`config.mk`:
```
export PLATFORM = sky130hd
export DESIGN_NAME = linecode_enc
export DESIGN_NICKNAME = d
export VERILOG_FILES = /design/src/rtl/linecode_pkg.sv /design/src/rtl/lc_ctrl.sv /design/src/rtl/lc_datapath.sv /design/src/rtl/linecode_enc.sv
export SDC_FILE = /design/constraint.sdc
export NUM_CORES = 1
export LEC_CHECK = 0
export CORE_ASPECT_RATIO = 1.5
export CORE_UTILIZATION = 50
export CTS_BUF_LIST = sky130_fd_sc_hd__clkbuf_4 sky130_fd_sc_hd__clkbuf_8
export DETAILED_ROUTE_END_ITERATION = 8
export GPL_ROUTABILITY_DRIVEN = 0
export HOLD_SLACK_MARGIN = 0.1
export PLACE_DENSITY = 0.88
export SYNTH_ARGS = -nofsm -noshare
export SYNTH_HDL_FRONTEND = slang
export SYNTH_SLANG_ARGS = --single-unit
```
`constraint.sdc`:
```
create_clock -name clk -period 23.7 [get_ports clk]
set_input_delay 7.11 -clock clk [delete_from_list [all_inputs] [get_ports clk]]
set_output_delay 7.11 -clock clk [all_outputs]
set_load 0.05 [all_outputs]
```
`src/rtl/linecode_pkg.sv`:
```
package linecode_pkg;
  localparam int unsigned BYTE_W = 8;
  localparam int unsigned CODE_W = BYTE_W + 2;
  localparam int unsigned LO_W   = 5;
  localparam int unsigned HI_W   = BYTE_W - LO_W;
  localparam logic [BYTE_W-1:0] FILL_BYTE = 8'hBC;  // K28.5

  typedef struct packed {
    logic rdUse;     // disparity used for this byte
    logic ctrlChar;  // encode as control character
    logic kBad;      // illegal control request
    logic bypass;    // raw passthrough
  } encCtrl_t;

  // 5b/6b code (abcdei) at negative disparity.
  function automatic logic [5:0] sixNeg(input logic [LO_W-1:0] x, input logic k);
    logic [5:0] c;
    case (x)
      5'd0:  c = 6'b100111; 5'd1:  c = 6'b011101; 5'd2:  c = 6'b101101;
      5'd3:  c = 6'b110001; 5'd4:  c = 6'b110101; 5'd5:  c = 6'b101001;
      5'd6:  c = 6'b011001; 5'd7:  c = 6'b111000; 5'd8:  c = 6'b111001;
      5'd9:  c = 6'b100101; 5'd10: c = 6'b010101; 5'd11: c = 6'b110100;
      5'd12: c = 6'b001101; 5'd13: c = 6'b101100; 5'd14: c = 6'b011100;
      5'd15: c = 6'b010111; 5'd16: c = 6'b011011; 5'd17: c = 6'b100011;
      5'd18: c = 6'b010011; 5'd19: c = 6'b110010; 5'd20: c = 6'b001011;
      5'd21: c = 6'b101010; 5'd22: c = 6'b011010; 5'd23: c = 6'b111010;
      5'd24: c = 6'b110011; 5'd25: c = 6'b100110; 5'd26: c = 6'b010110;
      5'd27: c = 6'b110110; 5'd28: c = k ? 6'b001111 : 6'b001110;
      5'd29: c = 6'b101110; 5'd30: c = 6'b011110;
      default: c = 6'b101011;
    endcase
    return c;
  endfunction

  // 3b/4b code (fghj) for data when the middle disparity is negative.
  function automatic logic [3:0] fourData(input logic [HI_W-1:0] y, input logic alt);
    logic [3:0] c;
    case (y)
      3'd0: c = 4'b1011; 3'd1: c = 4'b1001; 3'd2: c = 4'b0101; 3'd3: c = 4'b1100;
      3'd4: c = 4'b1101; 3'd5: c = 4'b1010; 3'd6: c = 4'b0110;
      default: c = alt ? 4'b0111 : 4'b1110;
    endcase
    return c;
  endfunction

  // 3b/4b code for control characters when the middle disparity is negative.
  function automatic logic [3:0] fourCtrl(input logic [HI_W-1:0] y);
    logic [3:0] c;
    case (y)
      3'd0: c = 4'b1011; 3'd1: c = 4'b0110; 3'd2: c = 4'b1010; 3'd3: c = 4'b1100;
      3'd4: c = 4'b1101; 3'd5: c = 4'b0101; 3'd6: c = 4'b1001;
      default: c = 4'b0111;
    endcase
    return c;
  endfunction
endpackage

```
`src/rtl/lc_ctrl.sv`:
```
module lc_ctrl
  import linecode_pkg::*;
(
  input  logic [BYTE_W-1:0] dataIn,
  input  logic              isCtrl,
  input  logic              dispMode,
  input  logic              dispValue,
  input  logic              bypassEn,
  input  logic              rdState,
  output encCtrl_t          ctrl
);
  logic [LO_W-1:0] xPart;
  logic [HI_W-1:0] yPart;
  logic            legalK;

  assign xPart = dataIn[LO_W-1:0];
  assign yPart = dataIn[BYTE_W-1:LO_W];

  always_comb begin
    legalK = (xPart == 5'd28) ||
             ((yPart == 3'd7) && ((xPart == 5'd23) || (xPart == 5'd27) ||
                                  (xPart == 5'd29) || (xPart == 5'd30)));
    ctrl.bypass   = bypassEn;
    ctrl.ctrlChar = isCtrl & ~bypassEn;
    ctrl.kBad     = isCtrl & ~bypassEn & ~legalK;
    case ({dispMode, dispValue})
      2'b00:   ctrl.rdUse = rdState;
      2'b01:   ctrl.rdUse = ~rdState;
      2'b10:   ctrl.rdUse = 1'b0;
      default: ctrl.rdUse = 1'b1;
    endcase
  end
endmodule

```
`src/rtl/lc_datapath.sv`:
```
module lc_datapath
  import linecode_pkg::*;
(
  input  logic [BYTE_W-1:0] dataIn,
  input  logic              dispMode,
  input  logic              dispValue,
  input  logic              rdState,
  input  encCtrl_t          ctrl,
  output logic [CODE_W-1:0] codeNext,
  output logic              rdNext
);
  logic [BYTE_W-1:0] useByte;
  logic [LO_W-1:0]   x;
  logic [HI_W-1:0]   y;
  logic              kChar, unbal6, unbal4, midRd, altSeven, flip6, flip4;
  logic [5:0]        six0, six;
  logic [3:0]        four0, four;

  always_comb begin
    useByte  = ctrl.kBad ? FILL_BYTE : dataIn;
    kChar    = ctrl.ctrlChar;
    x        = useByte[LO_W-1:0];
    y        = useByte[BYTE_W-1:LO_W];
    six0     = sixNeg(x, kChar);
    unbal6   = ($countones(six0) != 3);
    flip6    = ctrl.rdUse & (unbal6 | (!kChar && x == 5'd7));
    six      = flip6 ? ~six0 : six0;
    midRd    = ctrl.rdUse ^ unbal6;
    altSeven = (!midRd && (x == 5'd17 || x == 5'd18 || x == 5'd20)) ||
               ( midRd && (x == 5'd11 || x == 5'd13 || x == 5'd14));
    four0    = kChar ? fourCtrl(y) : fourData(y, altSeven);
    unbal4   = ($countones(four0) != 2);
    flip4    = midRd & (kChar | unbal4 | (y == 3'd3));
    four     = flip4 ? ~four0 : four0;
    if (ctrl.bypass) begin
      codeNext = {dispMode, dispValue, dataIn};
      rdNext   = rdState;
    end else begin
      codeNext = {six, four};
      rdNext   = midRd ^ unbal4;
    end
  end
endmodule

```
`src/rtl/linecode_enc.sv`:
```
module linecode_enc
  import linecode_pkg::*;
(
  input  logic              clk,
  input  logic              rst,
  input  logic [BYTE_W-1:0] dataIn,
  input  logic              isCtrl,
  input  logic              dispMode,
  input  logic              dispValue,
  input  logic              bypassEn,
  output logic [CODE_W-1:0] codeOut,
  output logic              rdOut,
  output logic              kErr
);
  encCtrl_t          ctrl;
  logic [CODE_W-1:0] codeNext;
  logic              rdNext;

  lc_ctrl ctrl_i (
    .dataIn(dataIn), .isCtrl(isCtrl), .dispMode(dispMode), .dispValue(dispValue),
    .bypassEn(bypassEn), .rdState(rdOut), .ctrl(ctrl)
  );

  lc_datapath dp_i (
    .dataIn(dataIn), .dispMode(dispMode), .dispValue(dispValue), .rdState(rdOut),
    .ctrl(ctrl), .codeNext(codeNext), .rdNext(rdNext)
  );

  always_ff @(posedge clk) begin
    if (rst) begin
      codeOut <= '0;
      rdOut   <= 1'b0;
      kErr    <= 1'b0;
    end else begin
      codeOut <= codeNext;
      rdOut   <= rdNext;
      kErr    <= ctrl.kBad;
    end
  end
endmodule

```
== Yosys cells after proc, flatten, opt, wreduce, memory -nomap -nowiden ==
Cells that the tools add are included.
Storage, ports and cells
  register bits after elaboration: 12
  output and inout port bits: 12
Cells by class
  add/sub/neg operators: 8
  eq/ne operators: 46
  muxes and demuxes: 11
  bitwise logic cells: 14
  reductions and logical operators: 18
Operators with widths (number)
  $pmux 6 s31: 1
  $eq 5x5->1 const B: 20
  $add 32x32->32: 3
  $ne 32x3->1 const B: 2
  $pmux 4 s7: 2
  $eq 5x4->1 const B: 8
  $eq 5x3->1 const B: 4
  $eq 3x3->1 const B: 4
  $mux 4: 3
  $add 1x1->2: 5
  $eq 5x2->1 const B: 2
  $mux 10: 1
  $logic_or 1x1->1: 9
  $mux 8: 1
  $eq 3x2->1 const B: 2
  $mux 6: 1
  $not 6->6: 1
  $eq 5x1->1 const B: 1
  $logic_not 5->1: 1
  $and 1x1->1: 4
  $logic_and 1x1->1: 4
  $not 4->4: 1
  $eq 3x1->1 const B: 1
  $logic_not 3->1: 1
  other kinds (9): 15

== Longest topological paths before layout ==
Gate-level depths: netlist of run 1.
  word-level depth: 30
  gate-level depth with buffers: 26
  gate-level depth less buffers: 24

== Hierarchy ==
From an unflattened synthesis of run 1, not the netlist that was laid out.
Unflattened totals
  cell total of the unflattened synthesis: 210
  area total of the unflattened synthesis: 1675.4 µm²
By module, submodules not included
  lc_datapath: instances 1, cells each 172, area an instance 1211.2 µm²
  linecode_enc: instances 1, cells each 25, area an instance 366.6 µm²
  lc_ctrl: instances 1, cells each 13, area an instance 97.6 µm²

== Least setup slack after synthesis of run 1 ==
OpenSTA, ideal clock, no wires.
  path kind: input -> register
  start point: input port dataIn[1]
  end point: register codeOut[0]
  arrival time: 12.600 ns
  data required time: 23.571 ns
  path slack: 10.971 ns
  cell stages on the path: 25
  path buffers: 1
  cell sequence: buf_2 > and2_1 > a2111o_1 > and3_1 > a21oi_1 > and3_1 > inv_1 > ha_1 > fa_1 > ha_1 > nor4bb_1 > xnor3_1 > mux2i_1 > o31a_1 > o21a_1 > nand2_1 > ha_1 > ha_1 > fa_1 > nor3b_1 > o21ai_0 > o21ai_1 > nor4b_1 > o211ai_1 > o211ai_1
Between the ends
  word-level cells in the longest chain between the ends: 30
  elaborated cells between the ends (all ways): 81
RTL lines
  start: declaration: line linecode_enc.sv:6  | input logic [BYTE_W-1:0] dataIn,
  $eq 5x5->1: line lc_ctrl.sv:21  | ((yPart == 3'd7) && ((xPart == 5'd23) || (xPart == 5'd27) ||
  $logic_or 1x1->1 (2 in a row): line lc_ctrl.sv:21
  $logic_or 1x1->1: line lc_ctrl.sv:22  | (xPart == 5'd29) || (xPart == 5'd30)));
  $logic_and 1x1->1: line lc_ctrl.sv:21
  $logic_or 1x1->1: line lc_ctrl.sv:20  | legalK = (xPart == 5'd28) ||
  $not 1->1: line lc_ctrl.sv:25  | ctrl.kBad = isCtrl & ~bypassEn & ~legalK;
  $and 1x1->1: line lc_ctrl.sv:25
  $mux 8 *: line lc_datapath.sv:20  | useByte = ctrl.kBad ? FILL_BYTE : dataIn;
  [... 12 more ...]
  $mux 4: line lc_datapath.sv:31  | four0 = kChar ? fourCtrl(y) : fourData(y, altSeven);
  $add 1x1->2 (not written as such): line lc_datapath.sv:32  | unbal4 = ($countones(four0) != 2);
  $add 32x32->32 (not written as such): line lc_datapath.sv:32
  $ne 32x3->1: line lc_datapath.sv:32
  $or 1x1->1 (2 in a row): line lc_datapath.sv:33  | flip4 = midRd & (kChar | unbal4 | (y == 3'd3));
  $and 1x1->1: line lc_datapath.sv:33
  $mux 4 *: line lc_datapath.sv:34  | four = flip4 ? ~four0 : four0;
  $mux 10 *: line lc_datapath.sv:35  | if (ctrl.bypass) begin
  end signal: assignment: line linecode_enc.sv:35  | codeOut <= codeNext;
  end: declaration: line linecode_enc.sv:11  | output logic [CODE_W-1:0] codeOut,
Every way passes the cells marked *; elsewhere a longest branch is shown, timed or not.
A chain may end at the register's enable or synchronous reset.

== Worst setup path after layout of run 1 ==
  start point: input port dataIn[0]
  end point: register codeOut[0]
Between the ends
  word-level cells in the longest chain between the ends: 30
  elaborated cells between the ends (all ways): 81
RTL lines (line)
  $eq 5x5->1: lc_ctrl.sv:21
  $logic_or 1x1->1 (2 in a row): lc_ctrl.sv:21
  $logic_or 1x1->1: lc_ctrl.sv:22
  $logic_and 1x1->1: lc_ctrl.sv:21
  $logic_or 1x1->1: lc_ctrl.sv:20
  $not 1->1: lc_ctrl.sv:25
  $and 1x1->1: lc_ctrl.sv:25
  $mux 8: lc_datapath.sv:20
  [... 12 more ...]
  $mux 4: lc_datapath.sv:31
  $add 1x1->2 (not written as such): lc_datapath.sv:32
  $add 32x32->32 (not written as such): lc_datapath.sv:32
  $ne 32x3->1: lc_datapath.sv:32
  $or 1x1->1 (2 in a row): lc_datapath.sv:33
  $and 1x1->1: lc_datapath.sv:33
  $mux 4: lc_datapath.sv:34
  $mux 10 *: lc_datapath.sv:35
Marked as above.

==> results of run 1 <==
cell type report:
type | count | area [um2]
inverters | 7 | 26.28
fillers | 290 | 1140
repair buffers | 25 | 250.2
flip-flops and latches | 12 | 240.2
multi-input cells | 174 | 1196
clock buffers | 3 | 41.29
well taps | 39 | 48.80
cells by family after synthesis:
family / Yosys count / synth area share, %
AO/OA/AOI/OAI: 69 / 30.58
flip-flops: 12 / 15.41
multiplexers: 3 / 1.926
adder cells (fa/ha/maj): 10 / 9.470
AND/OR/NAND/NOR: 80 / 27.13
buffers and inverters: 27 / 7.865
XOR/XNOR: 12 / 7.624
critical path, stage by stage:
cell and delay (ns):
sky130_fd_sc_hd__clkdlybuf4s50_1 0.93, sky130_fd_sc_hd__and2_1 0.49, sky130_fd_sc_hd__a2111o_1 0.53, sky130_fd_sc_hd__and3_1 0.23
sky130_fd_sc_hd__a21oi_1 0.16, sky130_fd_sc_hd__and3_1 0.21, sky130_fd_sc_hd__inv_1 0.05, sky130_fd_sc_hd__ha_1 0.32
sky130_fd_sc_hd__fa_1 0.38, sky130_fd_sc_hd__ha_1 0.27, sky130_fd_sc_hd__nor4bb_1 0.43, sky130_fd_sc_hd__xnor3_1 0.38
sky130_fd_sc_hd__mux2i_1 0.30, sky130_fd_sc_hd__o31a_1 0.24, sky130_fd_sc_hd__o21a_1 0.15, sky130_fd_sc_hd__nand2_1 0.06
sky130_fd_sc_hd__ha_1 0.31, sky130_fd_sc_hd__ha_1 0.19, sky130_fd_sc_hd__fa_1 0.48, sky130_fd_sc_hd__nor3b_1 0.28
sky130_fd_sc_hd__o21ai_0 0.14, sky130_fd_sc_hd__o21ai_1 0.44, sky130_fd_sc_hd__nor4b_1 0.11, sky130_fd_sc_hd__o211ai_1 0.12
sky130_fd_sc_hd__o211ai_1 0.10
per-stage QoR:
stage               instances  hold WS [ns]
floorplan                 213        0.7398
global placement          257        0.5231
detailed placement        257        0.5351
CTS                       260        0.5454
global route              260        0.5754
finish                    260        0.5446
per-layer routing:
metal / up-vias / wire (um)
met5: - / 0
met1: 744 / 1589
met3: 11 / 193
met2: 62 / 2002
li1: 811 / -
met4: 0 / 98
report_power, final:
group	leakage (nW)	total (mW)	internal, mW	switching, mW
Clock	0.0216	0.0178	0.0111	0.00671
Combinational	0.565	0.0716	0.0279	0.0436
Sequential	0.0997	0.0257	0.0243	0.00132
Total	0.687	0.115	0.0634	0.0517
final timing paths:
kind	from	endpoint	slack [ns]	cells past startpoint
min reg2reg	rdOut	rdOut	0.54	2
max reg2reg	rdOut	codeOut[0]	19.59	15
min	rdOut	rdOut	0.54	2
max	dataIn[0]	codeOut[0]	9.40	25
state kept, by name (all words and copies together) (netlist names):
| signal | flops |
|---|---|
| codeOut | 10 |
| kErr | 1 |
| rdOut | 1 |
cells in the final DEF, fill, tap and decap left out, types with 5 or more instances in the layout:
cell | netlist | layout
sky130_fd_sc_hd__a21oi_1 | 16 | 16
sky130_fd_sc_hd__and3_1 | 6 | 6
sky130_fd_sc_hd__clkdlybuf4s50_1 | 0 | 25
sky130_fd_sc_hd__dfxtp_1 | 12 | 12
sky130_fd_sc_hd__ha_1 | 7 | 7
sky130_fd_sc_hd__inv_1 | 7 | 7
sky130_fd_sc_hd__nand2_1 | 22 | 22
sky130_fd_sc_hd__nand2b_1 | 6 | 6
sky130_fd_sc_hd__nand3_1 | 5 | 5
sky130_fd_sc_hd__nor2_1 | 14 | 14
sky130_fd_sc_hd__nor2b_1 | 5 | 5
sky130_fd_sc_hd__o21ai_0 | 8 | 8
sky130_fd_sc_hd__o22ai_1 | 6 | 6
sky130_fd_sc_hd__xnor2_1 | 7 | 7
==> results.md, run 1 <==
Run status:
- The flow ran to the end, and the final reports show no timing, DRC or antenna violations.

Critical path:
- Data on the critical path is required at its endpoint by 23.82 ns.
- Data on the critical path arrives at its endpoint at 14.41 ns.
- The worst setup path is of the in2reg kind.
- The worst setup path is launched from an input port.
- Along the worst path, the maximum fanout reaches 31.
- The worst setup path is captured at a flip-flop.

Detailed routing:
- The total number of vias is 1628.
- In the routed design, unresolved DRC markers number 0.
- The detailed-routing iteration count for the pre-antenna-repair pass is 4.
- In the routed layout, each cell is associated on average with a via count of 6.262.
- The initial detailed-routing violation count is 58.
- The number of routed nets with antenna violations is 0.
- The wire length after detailed routing is 3883 um.
- Dividing the detail-routed wire length by the instance count gives 14.93 um.

Clocking:
- The post-cts sizing count is 0.
- The number of post-CTS setup repair buffers is 0.
- The number of hold buffers added after CTS was 0.
- The clock latency of the later-clocked register in the worst-skew pair is 0.24 ns.
- The maximum buffer depth of the clock tree is 2.
- The number of sinks handled by clock tree synthesis is 12.
- The maximum level of the CTS H-tree is 1.
- The root buffer cell chosen for the clock tree is sky130_fd_sc_hd__clkbuf_8.
- TritonCTS built the clock tree.
- After clock tree synthesis, the clock-pin slew on the worst setup and hold paths is 0.05 ns.
- TritonCTS created 3 clock buffers.

STA:
- For the pin with the worst max-slew slack, the measured transition is 0.9907 ns.
- The relative max-transition margin is 33.74%.
- The count of final max-slew check failures is 0.
- Counting I/O delays and the setup requirement, the final critical path takes 14.30 ns.
- Setup repair after global routing left no endpoint under its margin.
- Setup violations remaining at the end of the flow were counted as 0.
- The setup TNS is 0 ns.
- The final-report hold violation count came to 0.
- The clock arrives with 0.0005852 ns of skew.
- The final period utilization is 60.32%.
- Setup slack on the critical path of the routed design comes to 9.404 ns.
- Static timing analysis puts the maximum clock frequency at 0.06995 GHz.

Yosys:
- The most used flip-flop cell after synthesis is sky130_fd_sc_hd__dfxtp_1.
- By area the synthesized netlist is led by sky130_fd_sc_hd__dfxtp_1, sky130_fd_sc_hd__ha_1, sky130_fd_sc_hd__nand2_1, sky130_fd_sc_hd__a21oi_1, sky130_fd_sc_hd__xnor2_1.
- The number of synthesized flops with an enable pin is 0.
- The share of Yosys cell area claimed by the top area cell type is 15.41%.
- The register area share after synthesis is 15.41%.
- The register bit total from synthesis is 12.
- Synthesis produced a netlist whose cell count is 213.
- Each instance of the synthesized netlist takes up on average 7.319 um2.
- The async set-reset flop share out of synthesis is 0%.
- By count the netlist is led by sky130_fd_sc_hd__nand2_1, sky130_fd_sc_hd__a21oi_1, sky130_fd_sc_hd__nor2_1, sky130_fd_sc_hd__dfxtp_1, sky130_fd_sc_hd__buf_2.
- The netlist area before placement is 1559 um2.
- The number of warnings issued by yosys is 0.
- In this run, distinct cell masters in the synthesized netlist total 57.
- The synthesized net count is 237.
- In the post-synthesis netlist, the cell with the most instances is sky130_fd_sc_hd__nand2_1.
- sky130_fd_sc_hd__dfxtp_1 takes more of the synthesized area than any other cell.

Power:
- VDD sags by at most 0.00003247 V.
- The static leakage is 0.6867 nW.
- The total power density per cell area is 63.82 nW/um2.
- The completed layout was analyzed and its total power is 115.1 uW.

Place:
- Prior to clock tree synthesis, the placed netlist has a worst setup slack of 9.248 ns.
- The instance area at placement is 1762 um2.
- Once detailed placement completed, the half-perimeter wirelength came to 2832 um.
- Buffers placed on the I/O ports in this run total 25.

Global route:
- Summed over all layers, the global routing overflow is 0.
- Entering global routing, the biggest net connects 32 pins.
- Global routing consumed, on the met1 layer, 29.17% of the routing resources.
- Global routing consumed, on the met3 layer, 0.7752% of the routing resources.
- The first global-routing pass estimated 6189 um of wire.
- The number of global-route vias before repair came to 1434.
- The number of antenna violations at the first check in global routing is 0.
- The most used routing layer is met2.
- Global routing consumed, over all layers together, 24.67% of the routing resources.
- Global routing used 40.94% of the available met2 tracks.

Layout:
- The final core area utilization is 61.27%.
- The final antenna diode count is 0.
- The number of nets in the layout is 247.
- In the final layout, the share of cells above drive strength 1 is 4.525%.
- From synthesis to final layout, the design area changed by 15.65%.
- Once layout is done, the placed cells without fillers occupy 1803 um2.

Floorplanning:
- The total area inside the core boundary comes to 2943 um2.
- The number of ports placed on the die boundary is 26.
- The die width is 47.59 um.
- Once the floorplan was initialized, standard cells occupied 52.98% of the core.
- The floorplan has 24 rows.
- The floorplan die area is 3350 um2.
- The vertical die dimension is 70.39 um.

Hold path:
- The kind of path behind the tightest hold check is reg2reg.

Job:
- The reported max-cap violation count is 0.
No activity file was read; power rests on OpenSTA's default activity.
==> run 2: changes to the inputs <==
PLACE_DENSITY = 0.91   (was 0.88)
clock period = 13 ns   (was 23.7 ns; I/O delays follow)
==> results.md, run 2 (synthesis gave the netlist of run 1 again) <==
Clocking:
- In this run the post-CTS setup repair buffer count came out at 0.
- The post-cts hold buffer count is 0.
- The clock transition at the registers of the reported paths is 0.05 ns.
- At the later pin of the worst-skew pair, clock insertion delay measures 0.23 ns.
- The clock drives 12 sinks.
- The post-cts sizing count is 0.
- Buffers inserted during clock tree synthesis total 3.
- The clock tree root driver cell is sky130_fd_sc_hd__clkbuf_8.
- The clock tree from TritonCTS is built.
- In this run the number of H-tree levels came out at 1.
- The maximum buffer depth of the clock tree is 2.

Critical path:
- By startpoint and endpoint, the worst setup path is classified as in2reg.
- The nature of the critical path endpoint is a flip-flop.
- In this run the critical register-to-register path is launched from rdOut.
- The worst setup path is launched from an input port.
- The reg-to-reg critical path endpoint is codeOut[0].
- The worst register-to-register path has a setup slack of 8.87 ns.
- The number of cells traversed by the worst register-to-register path is 15.
- Following the worst setup path forward leads to its endpoint at codeOut[0].
- The data arrival time of the critical path is 11.16 ns.
- The critical path data required time is 13.11 ns.
- In this run the worst path has a maximum fanout of 31.
- The first element of the critical path is dataIn[0].

Global route:
- The pin count of the biggest net entering global routing is 32.
- The number of global-route vias before repair is 1382.
- The sum of overflow across all layers after global routing is 0.
- The number of antenna violations at the first check in global routing is 0.
- The overall global routing resource usage is 25.21%.
- The wire length of the first global-routing pass is 6423 um.

Detailed routing:
- The first detailed-routing pass ran for 5 iterations.
- The number of vias per cell after detailed routing is 6.404.
- The initial detailed-routing violation count is 89.
- Dividing the detail-routed wire length by the instance count gives 15.02 um.
- The routed design has 3905 um of wire.
- The routed layout has 1665 vias.
- The post-route DRC violation count is 0.
- The number of routed nets with antenna violations is 0.

STA:
- The relative max-transition margin is 33.61%.
- The final-report hold violation count is 0.
- The time the worst path needs with I/O delays and setup is 11.05 ns.
- Static timing analysis puts the maximum clock frequency at 0.09048 GHz.
- The setup TNS is 0 ns.
- The slew at the pin closest to its max-slew limit is 0.9928 ns.
- The count of final max-slew check failures is 0.
- Setup repair after global routing left no endpoint under its margin.
- The final-layout worst hold slack is 0.5678 ns.
- In the post-route analysis, the smallest setup slack over all paths is 1.948 ns.
- The worst path uses 85.02% of the clock period.
- The maximum clock skew at final layout is 0.001140 ns.
- Setup violations remaining at the end of the flow were counted as 0.

Place:
- The HPWL reported at the end of detailed placement is 2841 um.
- During placement, the flow inserted port buffers numbering 25.
- The worst slack at placement is 1.746 ns.

Layout:
- In the final layout, the multi-input gates occupy 1196 um2.
- Compared with the post-synthesis result, the final layout area differs by 15.65%.
- The largest register by flop count is codeOut.
- The number of flip-flops in the largest register is 10.
- The final core area utilization is 61.27%.
- In the layout the commonest cells are sky130_fd_sc_hd__clkdlybuf4s50_1, sky130_fd_sc_hd__nand2_1, sky130_fd_sc_hd__a21oi_1.
- Registers take 240.2 um2.
- The commonest non-fill, non-tap cell in the layout is sky130_fd_sc_hd__clkdlybuf4s50_1.
- At the end of the flow, the number of nets in the layout was 247.
- The largest registers in the layout are codeOut x10, kErr x1, rdOut x1.
- The filler cells instantiated in the layout total 278.
- The share of post-route cells with drive strength above 1 is 4.525%.
- 0 antenna diodes ended up in the layout.

Floorplanning:
- In this run the horizontal extent of the chip is 47.59 um.
- In this run the standard cell core region covers 2943 um2.
- Pin placement for this block handled 26 I/O pins.
- The vertical die dimension is 70.39 um.
- The die covers 3350 um2.
- For this configuration, the core starts out at a cell density of 52.98%.
- The cell row count is 24.

Power:
- The design draws 209.5 uW.
- The static leakage is 0.6867 nW.
- For this design the ratio of total power to cell area is 116.2 nW/um2.
- The worst ir drop on vdd is 0.00006509 V.

Hold path:
- The kind of path behind the tightest hold check is reg2reg.
- The number of instances on the worst hold path is 2.

Run status:
- The run finished with clean final reports.

Job:
- The reported max-cap violation count is 0.
## run 2: through the flow
step	cells	cell area [um2]
floorplan	213	1559
global placement	257	1762
detailed placement	257	1762
CTS	260	1803
global route	260	1803
finish	260	1803
## run 2: routing by layer
metal / GRT usage (%) / wire (um) / vias up
met5: 0 / 0 / -
met4: 9.259 / 60 / 0
li1: - / - / 806
met2: 39.88 / 1986 / 91
met3: 1.292 / 273 / 10
met1: 34.63 / 1584 / 758
## run 2: cell type report
type | instances | area share (%)
clock buffers | 3 | 2.290
inverters | 7 | 1.457
multi-input cells | 174 | 66.34
flip-flops and latches | 12 | 13.32
well taps | 39 | 2.706
repair buffers | 25 | 13.88
## run 2: worst max-delay path: stages
cell                              delay [ns]
sky130_fd_sc_hd__clkdlybuf4s50_1        0.93
sky130_fd_sc_hd__and2_1                 0.47
sky130_fd_sc_hd__a2111o_1               0.52
sky130_fd_sc_hd__and3_1                 0.23
sky130_fd_sc_hd__a21oi_1                0.16
sky130_fd_sc_hd__and3_1                 0.21
sky130_fd_sc_hd__inv_1                  0.05
sky130_fd_sc_hd__ha_1                   0.30
sky130_fd_sc_hd__fa_1                   0.38
sky130_fd_sc_hd__ha_1                   0.28
sky130_fd_sc_hd__nor4bb_1               0.45
sky130_fd_sc_hd__xnor3_1                0.40
sky130_fd_sc_hd__mux2i_1                0.25
sky130_fd_sc_hd__o31a_1                 0.23
sky130_fd_sc_hd__o21a_1                 0.14
sky130_fd_sc_hd__nand2_1                0.06
sky130_fd_sc_hd__ha_1                   0.30
sky130_fd_sc_hd__ha_1                   0.19
sky130_fd_sc_hd__fa_1                   0.47
sky130_fd_sc_hd__nor3b_1                0.30
sky130_fd_sc_hd__o21ai_0                0.15
sky130_fd_sc_hd__o21ai_1                0.44
sky130_fd_sc_hd__nor4b_1                0.11
sky130_fd_sc_hd__o211ai_1               0.13
sky130_fd_sc_hd__o211ai_1               0.11
## run 2: power by group
part           switching (mW)  leakage (nW)  total [mW]  internal [mW]
logic                  0.0799         0.565       0.131         0.0507
registers             0.00291        0.0997      0.0473         0.0444
clock network          0.0113        0.0216      0.0316         0.0202
## run 2: worst min-delay path by stage
stage | startpoint | end | slack (ns)
after global placement | rdOut | rdOut | 0.52
after floorplan | rdOut | rdOut | 0.74
after global routing | rdOut | rdOut | 0.62
final | rdOut | rdOut | 0.57
after detailed placement | rdOut | rdOut | 0.55
after CTS | rdOut | rdOut | 0.58
